--- src/rtl/cbm_pkg.sv ---
package cbm_pkg;

  typedef enum logic [3:0] {
    ST_IDLE,
    ST_LO_HOLD,
    ST_LO_DROP,
    ST_HI_HOLD,
    ST_HI_DROP,
    ST_DATA,
    ST_SELECT,
    ST_STROBE
  } cbm_state_e;

  function automatic logic [3:0] idle_ctrl();
    // order: cs0_n, cs1_n, rd_n, wr_n
    return 4'b1111;
  endfunction

endpackage

--- src/rtl/cbm_sync.sv ---
module cbm_sync #(
  parameter int STAGES  = 2,
  parameter bit RST_VAL = 1'b1
) (
  input  logic clk,
  input  logic rst,
  input  logic d,
  output logic q
);
  logic [STAGES-1:0] chain;

  generate
    for (genvar i = 0; i < STAGES; i++) begin : g_stage
      if (i == 0) begin : g_first
        always_ff @(posedge clk) begin
          if (rst) chain[0] <= RST_VAL;
          else     chain[0] <= d;
        end
      end else begin : g_next
        always_ff @(posedge clk) begin
          if (rst) chain[i] <= RST_VAL;
          else     chain[i] <= chain[i-1];
        end
      end
    end
  endgenerate

  assign q = chain[STAGES-1];
endmodule

--- src/rtl/cbm_timer.sv ---
module cbm_timer #(
  parameter int TICK_CYC      = 8,
  parameter int TIMEOUT_TICKS = 16
) (
  input  logic clk,
  input  logic rst,
  input  logic run,
  output logic tick,
  output logic expired
);
  localparam int CW = $clog2(TICK_CYC + 1);
  localparam int TW = $clog2(TIMEOUT_TICKS + 1);

  logic [CW-1:0] cyc_cnt;
  logic [TW-1:0] tick_cnt;

  assign tick    = run && (cyc_cnt == CW'(TICK_CYC - 1));
  assign expired = tick && (tick_cnt == TW'(TIMEOUT_TICKS - 1));

  always_ff @(posedge clk) begin
    if (rst || !run) begin
      cyc_cnt  <= '0;
      tick_cnt <= '0;
    end else if (tick) begin
      cyc_cnt  <= '0;
      tick_cnt <= tick_cnt + 1'b1;
    end else begin
      cyc_cnt  <= cyc_cnt + 1'b1;
    end
  end
endmodule

--- src/rtl/cbm_seq.sv ---
module cbm_seq
  import cbm_pkg::*;
#(
  parameter int DATA_W     = 8,
  parameter int SLOT_W     = 2,
  parameter int VALID_SLOT = 0,
  parameter int LATCH_CYC  = 2
) (
  input  logic                  clk,
  input  logic                  rst,
  input  logic                  req,
  input  logic                  req_wr,
  input  logic [SLOT_W-1:0]     req_slot,
  input  logic [2*DATA_W-1:0]   req_addr,
  input  logic [DATA_W-1:0]     req_wdata,
  input  logic                  req_cs1,
  input  logic                  tick,
  input  logic                  expired,
  input  logic                  ack_sync_n,
  input  logic [DATA_W-1:0]     bus_din,
  output logic                  wait_run,
  output logic [DATA_W-1:0]     rsp_rdata,
  output logic                  rsp_done,
  output logic                  rsp_timeout,
  output logic                  rsp_badslot,
  output logic [DATA_W-1:0]     bus_dout,
  output logic                  bus_oe,
  output logic                  addr_lo_stb,
  output logic                  addr_hi_stb,
  output logic                  cs0_n,
  output logic                  cs1_n,
  output logic                  rd_n,
  output logic                  wr_n
);
  localparam int LW = $clog2(LATCH_CYC + 1);

  cbm_state_e          state;
  logic [LW-1:0]       lat_cnt;
  logic                op_wr;
  logic                op_cs1;
  logic [2*DATA_W-1:0] op_addr;
  logic [DATA_W-1:0]   op_wdata;
  logic                slot_ok;
  logic                lat_full;
  logic                ack_seen;

  assign slot_ok  = (req_slot == SLOT_W'(VALID_SLOT));
  assign lat_full = (lat_cnt == LW'(LATCH_CYC));
  assign ack_seen = tick && !ack_sync_n;
  assign wait_run = (state == ST_STROBE);

  always_ff @(posedge clk) begin
    if (rst) begin
      state       <= ST_IDLE;
      lat_cnt     <= '0;
      op_wr       <= 1'b0;
      op_cs1      <= 1'b0;
      op_addr     <= '0;
      op_wdata    <= '0;
      rsp_rdata   <= '0;
      rsp_done    <= 1'b0;
      rsp_timeout <= 1'b0;
      rsp_badslot <= 1'b0;
      bus_dout    <= '0;
      bus_oe      <= 1'b0;
      addr_lo_stb <= 1'b0;
      addr_hi_stb <= 1'b0;
      {cs0_n, cs1_n, rd_n, wr_n} <= idle_ctrl();
    end else begin
      rsp_done    <= 1'b0;
      rsp_timeout <= 1'b0;
      rsp_badslot <= 1'b0;
      unique case (state)
        ST_IDLE: begin
          if (req) begin
            if (!slot_ok) begin
              rsp_done    <= 1'b1;
              rsp_badslot <= 1'b1;
            end else begin
              op_wr       <= req_wr;
              op_cs1      <= req_cs1;
              op_addr     <= req_addr;
              op_wdata    <= req_wdata;
              bus_dout    <= req_addr[DATA_W-1:0];
              bus_oe      <= 1'b1;
              addr_lo_stb <= 1'b1;
              lat_cnt     <= LW'(1);
              state       <= ST_LO_HOLD;
            end
          end
        end
        ST_LO_HOLD: begin
          if (lat_full) begin
            addr_lo_stb <= 1'b0;
            state       <= ST_LO_DROP;
          end else begin
            lat_cnt <= lat_cnt + 1'b1;
          end
        end
        ST_LO_DROP: begin
          bus_dout    <= op_addr[2*DATA_W-1:DATA_W];
          addr_hi_stb <= 1'b1;
          lat_cnt     <= LW'(1);
          state       <= ST_HI_HOLD;
        end
        ST_HI_HOLD: begin
          if (lat_full) begin
            addr_hi_stb <= 1'b0;
            state       <= ST_HI_DROP;
          end else begin
            lat_cnt <= lat_cnt + 1'b1;
          end
        end
        ST_HI_DROP: begin
          if (op_wr) begin
            bus_dout <= op_wdata;
            bus_oe   <= 1'b1;
          end else begin
            bus_oe   <= 1'b0;
          end
          state <= ST_DATA;
        end
        ST_DATA: begin
          cs0_n <= op_cs1;
          cs1_n <= !op_cs1;
          state <= ST_SELECT;
        end
        ST_SELECT: begin
          if (op_wr) wr_n <= 1'b0;
          else       rd_n <= 1'b0;
          state <= ST_STROBE;
        end
        ST_STROBE: begin
          if (ack_seen || expired) begin
            if (ack_seen && !op_wr) rsp_rdata <= bus_din;
            rsp_done    <= 1'b1;
            rsp_timeout <= !ack_seen;
            bus_oe      <= 1'b0;
            {cs0_n, cs1_n, rd_n, wr_n} <= idle_ctrl();
            state       <= ST_IDLE;
          end
        end
        default: state <= ST_IDLE;
      endcase
    end
  end
endmodule

--- src/rtl/cam_bus_master.sv ---
module cam_bus_master #(
  parameter int DATA_W        = 8,
  parameter int SLOT_W        = 2,
  parameter int VALID_SLOT    = 0,
  parameter int LATCH_CYC     = 2,
  parameter int TICK_CYC      = 8,
  parameter int TIMEOUT_TICKS = 16,
  parameter int SYNC_STAGES   = 2
) (
  input  logic                clk,
  input  logic                rst,
  input  logic                req,
  input  logic                req_wr,
  input  logic [SLOT_W-1:0]   req_slot,
  input  logic [2*DATA_W-1:0] req_addr,
  input  logic [DATA_W-1:0]   req_wdata,
  input  logic                req_cs1,
  output logic [DATA_W-1:0]   rsp_rdata,
  output logic                rsp_done,
  output logic                rsp_timeout,
  output logic                rsp_badslot,
  output logic [DATA_W-1:0]   bus_dout,
  input  logic [DATA_W-1:0]   bus_din,
  output logic                bus_oe,
  output logic                addr_lo_stb,
  output logic                addr_hi_stb,
  output logic                cs0_n,
  output logic                cs1_n,
  output logic                rd_n,
  output logic                wr_n,
  input  logic                ack_n
);
  logic ack_sync_n;
  logic tick;
  logic expired;
  logic wait_run;

  cbm_sync #(.STAGES(SYNC_STAGES), .RST_VAL(1'b1)) u_ack_sync (
    .clk (clk),
    .rst (rst),
    .d   (ack_n),
    .q   (ack_sync_n)
  );

  cbm_timer #(.TICK_CYC(TICK_CYC), .TIMEOUT_TICKS(TIMEOUT_TICKS)) u_timer (
    .clk     (clk),
    .rst     (rst),
    .run     (wait_run),
    .tick    (tick),
    .expired (expired)
  );

  cbm_seq #(
    .DATA_W(DATA_W), .SLOT_W(SLOT_W),
    .VALID_SLOT(VALID_SLOT), .LATCH_CYC(LATCH_CYC)
  ) u_seq (
    .clk         (clk),
    .rst         (rst),
    .req         (req),
    .req_wr      (req_wr),
    .req_slot    (req_slot),
    .req_addr    (req_addr),
    .req_wdata   (req_wdata),
    .req_cs1     (req_cs1),
    .tick        (tick),
    .expired     (expired),
    .ack_sync_n  (ack_sync_n),
    .bus_din     (bus_din),
    .wait_run    (wait_run),
    .rsp_rdata   (rsp_rdata),
    .rsp_done    (rsp_done),
    .rsp_timeout (rsp_timeout),
    .rsp_badslot (rsp_badslot),
    .bus_dout    (bus_dout),
    .bus_oe      (bus_oe),
    .addr_lo_stb (addr_lo_stb),
    .addr_hi_stb (addr_hi_stb),
    .cs0_n       (cs0_n),
    .cs1_n       (cs1_n),
    .rd_n        (rd_n),
    .wr_n        (wr_n)
  );
endmodule

--- config.mk ---
export PLATFORM = sky130hd
export DESIGN_NAME = cam_bus_master
export DESIGN_NICKNAME = d
export VERILOG_FILES = /design/src/rtl/cbm_pkg.sv /design/src/rtl/cbm_sync.sv /design/src/rtl/cbm_timer.sv /design/src/rtl/cbm_seq.sv /design/src/rtl/cam_bus_master.sv
export SDC_FILE = /design/constraint.sdc
export NUM_CORES = 1
export LEC_CHECK = 0
export BUFFER_PORTS_ARGS = -buffer_cell sky130_fd_sc_hd__buf_4
export CORE_MARGIN = 4
export CORE_UTILIZATION = 40
export CTS_CLUSTER_DIAMETER = 200
export DETAILED_ROUTE_END_ITERATION = 8
export PLACE_DENSITY = 0.66
export REMOVE_ABC_BUFFERS = 1
export SYNTH_ARGS = -nofsm -noshare
export SYNTH_HDL_FRONTEND = slang
export SYNTH_SLANG_ARGS = --single-unit
export TNS_END_PERCENT = 1
--- constraint.sdc ---
create_clock -name clk -period 3.57 [get_ports clk]
set_clock_uncertainty 0.15 [all_clocks]
set_input_delay 0.1785 -clock clk [delete_from_list [all_inputs] [get_ports clk]]
set_output_delay 0.1785 -clock clk [all_outputs]
set_load 0.01 [all_outputs]
## Word level (Yosys, flattened, before mapping)

Cells that the tools add are included.
W data, S select, Z words.

| word-level totals | value |
|---|---|
| bits in registers | 69 |
| word-level logic and storage cells | 115 |

| cells by class | value |
|---|---|
| add/subtract/negate cells | 3 |
| equal/unequal tests | 19 |
| mux-type cells | 33 |
| bitwise operators | 3 |
| reductions and logical operators | 35 |

Operators by type and width:

| operator | number |
|---|---|
| $pmux W4 S8 | 1 |
| $mux W8 | 3 |
| $pmux W8 S3 | 1 |
| $eq A4 B3 Y1 const B | 5 |
| $mux W4 | 5 |
| $reduce_and A4 Y1 | 4 |
| $pmux W1 S2 | 7 |
| $ne A2 B1 Y1 const B | 6 |
| $reduce_and A3 Y1 | 4 |
| $mux W1 | 11 |
| $reduce_bool A3 Y1 | 3 |
| $eq A4 B2 Y1 const B | 2 |
| $reduce_bool A2 Y1 | 4 |
| $mux W2 | 3 |
| $ne A2 B2 Y1 const B | 3 |
| $pmux W2 S3 | 1 |
| $reduce_or A2 Y1 | 3 |
| $add A5 B1 Y5 const B | 1 |
| $eq A5 B4 Y1 const B | 1 |
| $logic_not A1 Y1 | 5 |
| $reduce_and A5 Y1 | 1 |
| $add A4 B1 Y4 const B | 1 |
| $eq A4 B1 Y1 const B | 1 |
| $logic_and A1 B1 Y1 | 4 |
| other kinds (9) | 13 |

## Longest topological paths before layout

Gate-level depths: netlist of the first run.

| depth | value |
|---|---|
| depth in word-level cells | 6 |
| mapped depth | 6 |
| mapped depth without buffers | 6 |

## Hierarchy

Synthesis of the first run repeated with hierarchy kept, for this count alone.

| second synthesis, totals | value |
|---|---|
| cells, all modules | 299 |
| area, all modules | 2,563.7 µm² |

Modules (own cells, without submodules):

| module | times used | cells an instance | area an instance (µm²) | sequential area each (µm²) |
|---|---|---|---|---|
| cbm_seq | 1 | 251 | 2,112.0 | 980.9 |
| cbm_timer | 1 | 44 | 399.1 | 180.2 |
| cbm_sync | 1 | 4 | 52.6 | 40.0 |

## Least setup slack after synthesis of the first run

No wires, ideal clock.

| timing | value |
|---|---|
| path kind | register to register |
| start | reg u_timer.tick_cnt[0] |
| end | reg u_seq.state[2] |
| library setup time | 0.076 ns |
| arrival time | 1.466 ns |
| data required time | 3.344 ns |
| setup slack | 1.879 ns |
| cell stages (with the launch flop) | 7 |
| buffers on the path | 0 |
| clock period less this slack | 1.691 ns |
| cells stage by stage | dfxtp_1 > ha_1 > and3_1 > ha_1 > nand2b_1 > a31oi_1 > a21boi_0 |

| on the way | value |
|---|---|
| longest elaborated chain between the ends | 5 |

Ends and longest elaborated chain:

| item | line | text |
|---|---|---|
| start: declaration | cbm_timer.sv:15 | `logic [TW-1:0] tick_cnt;` |
| start signal: assignment | cbm_timer.sv:26 | `tick_cnt <= tick_cnt + 1'b1;` |
| $eq A5 B4 Y1 | cbm_timer.sv:18 | `assign expired = tick && (tick_cnt == TW'(TIMEOUT_TICKS - 1));` |
| $logic_and A1 B1 Y1 | cbm_timer.sv:18 |  |
| $logic_or A1 B1 Y1 | cbm_seq.sv:134 | `if (ack_seen \|\| expired) begin` |
| $ne A2 B1 Y1 (no source line) | -- |  |
| $reduce_and A5 Y1 (no source line) | -- |  |
| end signal: assignment | cbm_seq.sv:131 | `state <= ST_STROBE;` |
| end signal: assignment | cbm_seq.sv:140 | `state <= ST_IDLE;` |
| end signal: assignment | cbm_seq.sv:143 | `default: state <= ST_IDLE;` |
| end: declaration | cbm_seq.sv:37 | `cbm_state_e state;` |

No other way between the ends.
A chain may end at the register's enable or synchronous reset.

## Final worst setup path of the first run

| timing | value |
|---|---|
| start | reg u_seq.state[1] |
| end | reg u_seq.bus_dout[3] |

| on the way | value |
|---|---|
| longest elaborated chain between the ends | 3 |
| elaborated cells between the ends (all ways) | 9 |
| those cells by class | 5 x eq/ne; 1 x mux; 3 x reduce/logical |

Ends and longest elaborated chain:

| item | line | text |
|---|---|---|
| start signal: assignment | cbm_seq.sv:54 | `state <= ST_IDLE;` |
| start signal: assignment | cbm_seq.sv:88 | `state <= ST_LO_HOLD;` |
| start signal: assignment | cbm_seq.sv:95 | `state <= ST_LO_DROP;` |
| $eq A4 B3 Y1, or another cell as far along | cbm_seq.sv:73 | `unique case (state)` |
| $ne A2 B1 Y1 (no source line), or another cell as far along | -- |  |
| $reduce_and A4 Y1 (no source line) | -- |  |
| end signal: assignment | cbm_seq.sv:84 | `bus_dout <= req_addr[DATA_W-1:0];` |
| end signal: assignment | cbm_seq.sv:101 | `bus_dout <= op_addr[2*DATA_W-1:DATA_W];` |
| end signal: assignment | cbm_seq.sv:116 | `bus_dout <= op_wdata;` |
| end: declaration | cbm_seq.sv:26 | `output logic [DATA_W-1:0] bus_dout,` |

Several ways; a longest one is shown, not always the timed one.

==> results.md, run 1 <==
- FFs w/ async S/R, synth: 0%
- Clock Sinks: 60
- Peak VDD IR: 0.256 mV
- Worst slew pin tran: 1.07 ns
- Synthesis warning total: 0
- Post-DP HPWL: 4580 µm
- Via count: 2704
- Core area: 7330 µm²
- Vias in the first global route: 2621
- XOR/XNOR Fraction of Synth Area: 0.861%
- CTS buffer count: 9
- Die boundary width: 95.4 µm
- Seq cells post-synth: 60
- Leakage Power: 1.62 nW
- DIE AREA: 9090 µm²
- Via density: 5.15
- Prevailing post-synth register cell: dfxtp_1
- Max Slew Vio Count: 0
- Area after DPL: 3550 µm²
- Critical Path RT: 3.63 ns
- Top cells by area, synth: dfxtp_1 (39%), mux2i_1 (8.9%), nand2_1 (7.4%)
- Multiplexer share of the synthesized area: 9.22%
- Post-CTS Setup Bufs: 0
- Max-cap violations: 0
- Post-route design area: 4070 µm²
- Total GRT Usage: 16.6%
- Simple-gate share of the synthesized area: 28.7%
- Hold/Removal Path Class: in2reg
- Setup_tns: 0 ns
- Post-Layout Cell Count: 525
- Compound-Gate Fraction of Synth Area: 15.0%
- Sequential element share of the synthesized area: 39.3%
- IO Pins: 66
- Antenna viol nets, final: 0
- Largest family of logic cells by synthesized area: simple AND/OR/NAND/NOR gates
- Startpoint types: register
- DRC errors left: 0
- Fillcell total: 654
- Netlist Area Pre-Place: 3050 µm²
- Register area: 1200 µm²
- Chip Height: 95.4 µm
- Final #Nets: 466
- Period utilization: 60.5%
- DR WL/cell: 13.5 µm
- PD cells: 394 nW/µm²
- Outcome: finished clean
- CTS max path bufs: 2
- Period minus WS final: 2.16 ns
- DR iter-0 viols: 115
- Number of port buffers: 65
- Final core occ: 55.5%
- Synthesized area per cell: 8.87 µm²
- Crit Path Class: reg2reg
- First-pass GRT wire length: 11900 µm
- RSZ-0062 raised after global routing: false
- Setup Viol. Count Final: 0
- GP Congestion: 0.738
- Syn Inst Count: 344
- Grt total ovfl: 0
- Largest net degree at the start of global routing: 60
- Final WL: 7110 µm
- Antenna violations before repair: 0
- Post-synth top cells: dfxtp_1 (60), nand2_1 (60), mux2i_1 (27)
- Worst-path clk slew: 0.07 ns
- Drt first pass iters: 4
- Achievable Freq: 463 MHz
- Fraction of layout cells with a size suffix above 1: 23.7%
- Starting density of the core: 41.6%
- Placed instance count: 482
- Skew-Pair Late Insertion Delay: 0.33 ns
- Fin. Hold Viols: 0
- CTS tree: done
- Multi-input gate area: 1690 µm²
- Cts repair resizes: 0
- N_diodes: 0
- Row count: 31
- Slew margin rel.: 28.5%
- Post-Synth Adder-Cell Area: 1.64%
- Crit end category: register
- Layout area overhead: 33.3%
- CP arrival: 2.22 ns
- Crit-path max FO: 28
- Number of flops mapped to enable cells by yosys: 0
- Hold_buf cts: 28
- Synth cell types: 54
- Synth top area share: 39.3%
- Clock root buffer: clkbuf_8
- H-tree lvl count: 3
- Area leader, netlist: dfxtp_1
- Power after layout: 1.60 mW
[worst paths after layout]
| check | from | to | slack [ns] | depth (start not counted) |
|---|---|---|---|---|
| max | u_seq.state[1] | u_seq.bus_dout[3] | 1.41 | 4 |
| min | rst | u_seq.addr_hi_stb | 0.06 | 2 |
| max reg2reg | u_seq.state[1] | u_seq.bus_dout[3] | 1.41 | 4 |
| min reg2reg | u_ack_sync.chain[0] | u_ack_sync.q | 0.28 | 1 |
[logic make-up (layout without fill, tap and decap cells)]
logic type	Yosys count	count (layout)
AO/OA/AOI/OAI	61	61
XOR/XNOR	3	3
adder cells (fa/ha/maj)	4	4
buffers and inverters	34	116
flip-flops	60	60
multiplexers	28	28
AND/OR/NAND/NOR	154	154
[worst max-delay path, stage by stage, from the launching register on]
cell and delay, ns:
dfxtp_1 0.67, buf_4 0.36, nand2b_1 0.38, a221o_2 0.35, o211ai_1 0.12
[routing by layer]
metal	vias up	GRT usage, %	share of wire [%]
met4	0	4.45	0.55
li1	1379	-	-
met3	4	6.39	5.2
met2	61	28.0	49
met5	-	0	0
met1	1260	19.7	45
[stage by stage]
stage               hold WS [ns]  setup WS (ns)
floorplan                 0.0976           1.22
finish                    0.0642           1.41
global route              0.0529           1.18
CTS                       0.0454           1.33
global placement           0.222           1.41
detailed placement         0.219           1.36
[placed cells by master (no fill, tap or decap), types with 2 or more instances in the layout]
cell,netlist,final
buf_4,4,69
nand2_1,60,60
dfxtp_1,60,60
dlygate4sd3_1,0,28
mux2i_1,27,27
nand2b_1,13,13
nand3_1,13,13
nand3b_1,11,11
nor2b_1,11,11
a21boi_0,10,10
and3b_1,10,10
clkbuf_8,0,10
a31oi_1,9,9
a32o_1,8,8
nor2_1,8,8
o21ai_0,7,7
or3b_2,6,6
o211ai_1,6,6
a21oi_1,6,6
and3_1,4,4
ha_1,4,4
inv_1,3,3
or3b_1,3,3
or2_2,3,3
bufinv_16,0,3
xnor2_1,2,2
nor4_1,2,2
a221oi_1,2,2
a311oi_1,2,2
o211ai_2,2,2
clkinv_2,0,2
[layout make-up]
cell class              instances  share of cell area (%)
clock buffers                  10                    3.38
clock inverters                 5                    2.46
inverters                       4                   0.369
multi-input cells             250                    41.6
flip-flops and latches         60                    29.5
well taps                      99                    3.04
repair buffers                 97                    19.6
[registers in the layout, indices dropped and copies added, names as in the netlist]
signal             flops
u_ack_sync.chain       1
u_ack_sync.q           1
u_seq.addr_hi_stb      1
u_seq.addr_lo_stb      1
u_seq.bus_dout         8
u_seq.bus_oe           1
u_seq.cs0_n            1
u_seq.cs1_n            1
u_seq.lat_cnt          2
u_seq.op_addr          8
u_seq.op_cs1           1
u_seq.op_wdata         8
u_seq.op_wr            1
u_seq.rd_n             1
u_seq.rsp_badslot      1
u_seq.rsp_done         1
u_seq.rsp_rdata        8
u_seq.rsp_timeout      1
u_seq.state            3
u_seq.wr_n             1
u_timer.cyc_cnt        4
u_timer.tick_cnt       5
[power by group]
group | internal, mW | switching, mW | total (mW)
Sequential | 0.689 | 0.0139 | 0.703
Combinational | 0.0967 | 0.0703 | 0.167
Clock | 0.476 | 0.256 | 0.733
Total | 1.26 | 0.341 | 1.60
Power figures use the tool's default switching activity.
==> inputs of run 2 (changes only) <==
ABC_AREA = 1   (was default)
PLACE_DENSITY = 0.67   (was 0.66)
clock period = 2.1 ns   (was 3.57 ns; I/O delays follow)
==> results.md, run 2 <==
- Clock root buffer: clkbuf_8
- Most frequent cells in the layout: nand2_1 (89), nor2_1 (75), buf_4 (69)
- Startpoint types: register
- Fin. Hold Viols: 0 (unchanged)
- Synthesized area per cell: 7.19 µm² (-19%)
- Number of flops mapped to enable cells by yosys: 0 (unchanged)
- Critical Path RT: 2.23 ns (-1.40 ns)
- Post-CTS Setup Bufs: 0 (unchanged)
- Drt first pass iters: 4 (unchanged)
- Fillcell total: 581 (-11%)
- CTS max path bufs: 2 (unchanged)
- Final #Nets: 533 (+14%)
- Worst-path clk slew: 0.06 ns (about the same)
- Fraction of layout cells with a size suffix above 1: 22.9% (-0.79 points)
- Crit end category: register
- Max-cap violations: 0 (unchanged)
- DRC errors left: 0 (unchanged)
- First-pass GRT wire length: 11200 µm (-5.6%)
- Synth top area share: 43.7% (+4.4 points)
- Row count: 29 (-6.5%)
- Top cells by area, synth: dfxtp_1 (44%), nand2_1 (12%), nor2_1 (10%)
- Period utilization: 81.2% (+21 points)
- Syn Inst Count: 382 (+11%)
- Area leader, netlist: dfxtp_1
- DR iter-0 viols: 105 (-8.7%)
- Number of port buffers: 65 (unchanged)
- Post-route design area: 3840 µm² (-5.7%)
- Synthesis warning total: 0 (unchanged)
- Hold/Removal Path Class: reg2reg
- Layout area overhead: 39.7%
- IO Pins: 66 (unchanged)
- Setup_tns: 0 ns (unchanged)
- Netlist Area Pre-Place: 2750 µm² (-10%)
- Via count: 2633 (-2.6%)
- Prevailing post-synth register cell: dfxtp_1
- Total GRT Usage: 17.0% (+0.41 points)
- PD cells: 945 nW/µm² (+140%)
- Worst slew pin tran: 0.513 ns (-0.560 ns)
- Core area: 6490 µm² (-11%)
- FFs w/ async S/R, synth: 0% (unchanged)
- Antenna viol nets, final: 0 (unchanged)
- Achievable Freq: 587 MHz (+27%)
- DIE AREA: 8260 µm² (-9.2%)
- Most common cell after layout, fill and taps aside: nand2_1
- Final WL: 6640 µm (-6.7%)
- Period minus WS final: 1.70 ns (-0.455 ns)
- GP Congestion: 0.820 (+11%)
- Slew margin rel.: 65.7% (+37 points)
- Post-synth top cells: nand2_1 (89), nor2_1 (75), dfxtp_1 (60)
- CTS buffer count: 9 (unchanged)
- Crit Path Class: reg2reg
- Leakage Power: 1.81 nW (+12%)
- Outcome: finished clean
- Chip Height: 90.9 µm (-4.7%)
- Via density: 4.62 (-10%)
- RSZ-0062 raised after global routing: false
- DR WL/cell: 11.6 µm (-14%)
- CP arrival: 1.84 ns (-0.38 ns)
- N_diodes: 0 (unchanged)
- Synth cell types: 32 (-41%)
- Reg2reg setup slack: 0.40 ns (-1.01 ns)
- H-tree lvl count: 3 (unchanged)
- CTS tree: done
- Largest net degree at the start of global routing: 30 (-50%)
- Crit-path max FO: 10 (-64%)
- Peak VDD IR: 0.521 mV (+100%)
- Grt total ovfl: 0 (unchanged)
- Max Slew Vio Count: 0 (unchanged)
- Seq cells post-synth: 60 (unchanged)
- Post-DP HPWL: 4540 µm (-0.94%)
- Skew-Pair Late Insertion Delay: 0.34 ns (about the same)
- Starting density of the core: 42.3% (+0.66 points)
- Clock Sinks: 60 (unchanged)
- Most instantiated library cell after synthesis: nand2_1
- Sequential element share of the synthesized area: 43.7% (+4.4 points)
- Antenna violations before repair: 0 (unchanged)
- Area after DPL: 3250 µm² (-8.5%)
- Die boundary width: 90.9 µm (-4.7%)
- Setup Viol. Count Final: 0 (unchanged)
- Vias in the first global route: 2533 (-3.4%)
run 2: through the flow:
stage / hold WS, ns / total power, mW / std cells / util, % / setup WS (ns)
2_1_floorplan: 0.0241 / 2.18 / 369 / - / 0.498
3_3_place_gp: 0.140 / 2.57 / 515 / 50.0 / 0.374
3_5_place_dp: 0.146 / 2.59 / 515 / 50.0 / 0.354
4_1_cts: 0.267 / 3.65 / 570 / 59.0 / 0.338
5_1_grt: 0.285 / 3.90 / 570 / 59.1 / 0.105
6_report: 0.265 / 3.63 / 570 / 59.1 / 0.396
run 2: final timing paths:
path / startpoint / end / cells after the start
worst max-delay path: u_seq.state[2] / u_seq.cs0_n / 6
worst min-delay path: u_ack_sync.chain[0] / u_ack_sync.q / 1
worst max register to register: u_seq.state[2] / u_seq.cs0_n / 6
worst min register to register: u_ack_sync.chain[0] / u_ack_sync.q / 1
run 2: power breakdown:
group | total, mW | switching [mW] | internal [mW]
sequential | 1.45 | 0.141 | 1.31
clock | 1.00 | 0.432 | 0.573
combinational | 1.17 | 0.660 | 0.508
total | 3.63 | 1.23 | 2.39
run 2: repair_timing:
item	in CTS	in global routing
endpoints found under the hold margin	42	0
hold buffers	40	0
resized for setup	0	1
setup endpoints to repair	0	1
run 2: cell type report:
| cell class | instances | area (µm²) | area share (%) |
|---|---|---|---|
| clock buffers | 13 | 149 | 3.88 |
| clock inverters | 2 | 35.0 | 0.913 |
| inverters | 44 | 175 | 4.56 |
| multi-input cells | 265 | 1260 | 32.9 |
| flip-flops and latches | 60 | 1200 | 31.3 |
| well taps | 77 | 96.3 | 2.51 |
| repair buffers | 109 | 918 | 23.9 |
run 2: cells by family (layout without fill, tap and decap cells):
family                     after synthesis  after routing  share of synthesized area [%]
xor gates and xnor gates                 1              1                          0.319
AOI/OAI and AO/OA                       47             47                           8.88
buffers and inverters                   57            168                           10.4
adders and majority gates                4              4                           1.82
DFF                                     60             60                           43.7
and+or+nand+nor                        213            213                           34.8
run 2: routing by layer:
layer / vias to the layer above / global-route usage, % / routed length, µm
li1: 1395 / - / -
met5: - / 0 / 0
met3: 24 / 5.75 / 416
met2: 80 / 27.0 / 3000
met1: 1134 / 20.5 / 2940
met4: 0 / 8.67 / 278
run 2: worst max-delay path, cell delays in order (launching register included):
cell and delay (ns):
dfxtp_1 0.64, nand3_4 0.21, nor2_8 0.21, nand2_1 0.16, nand2_1 0.11, o21ai_0 0.09, nand3_1 0.07
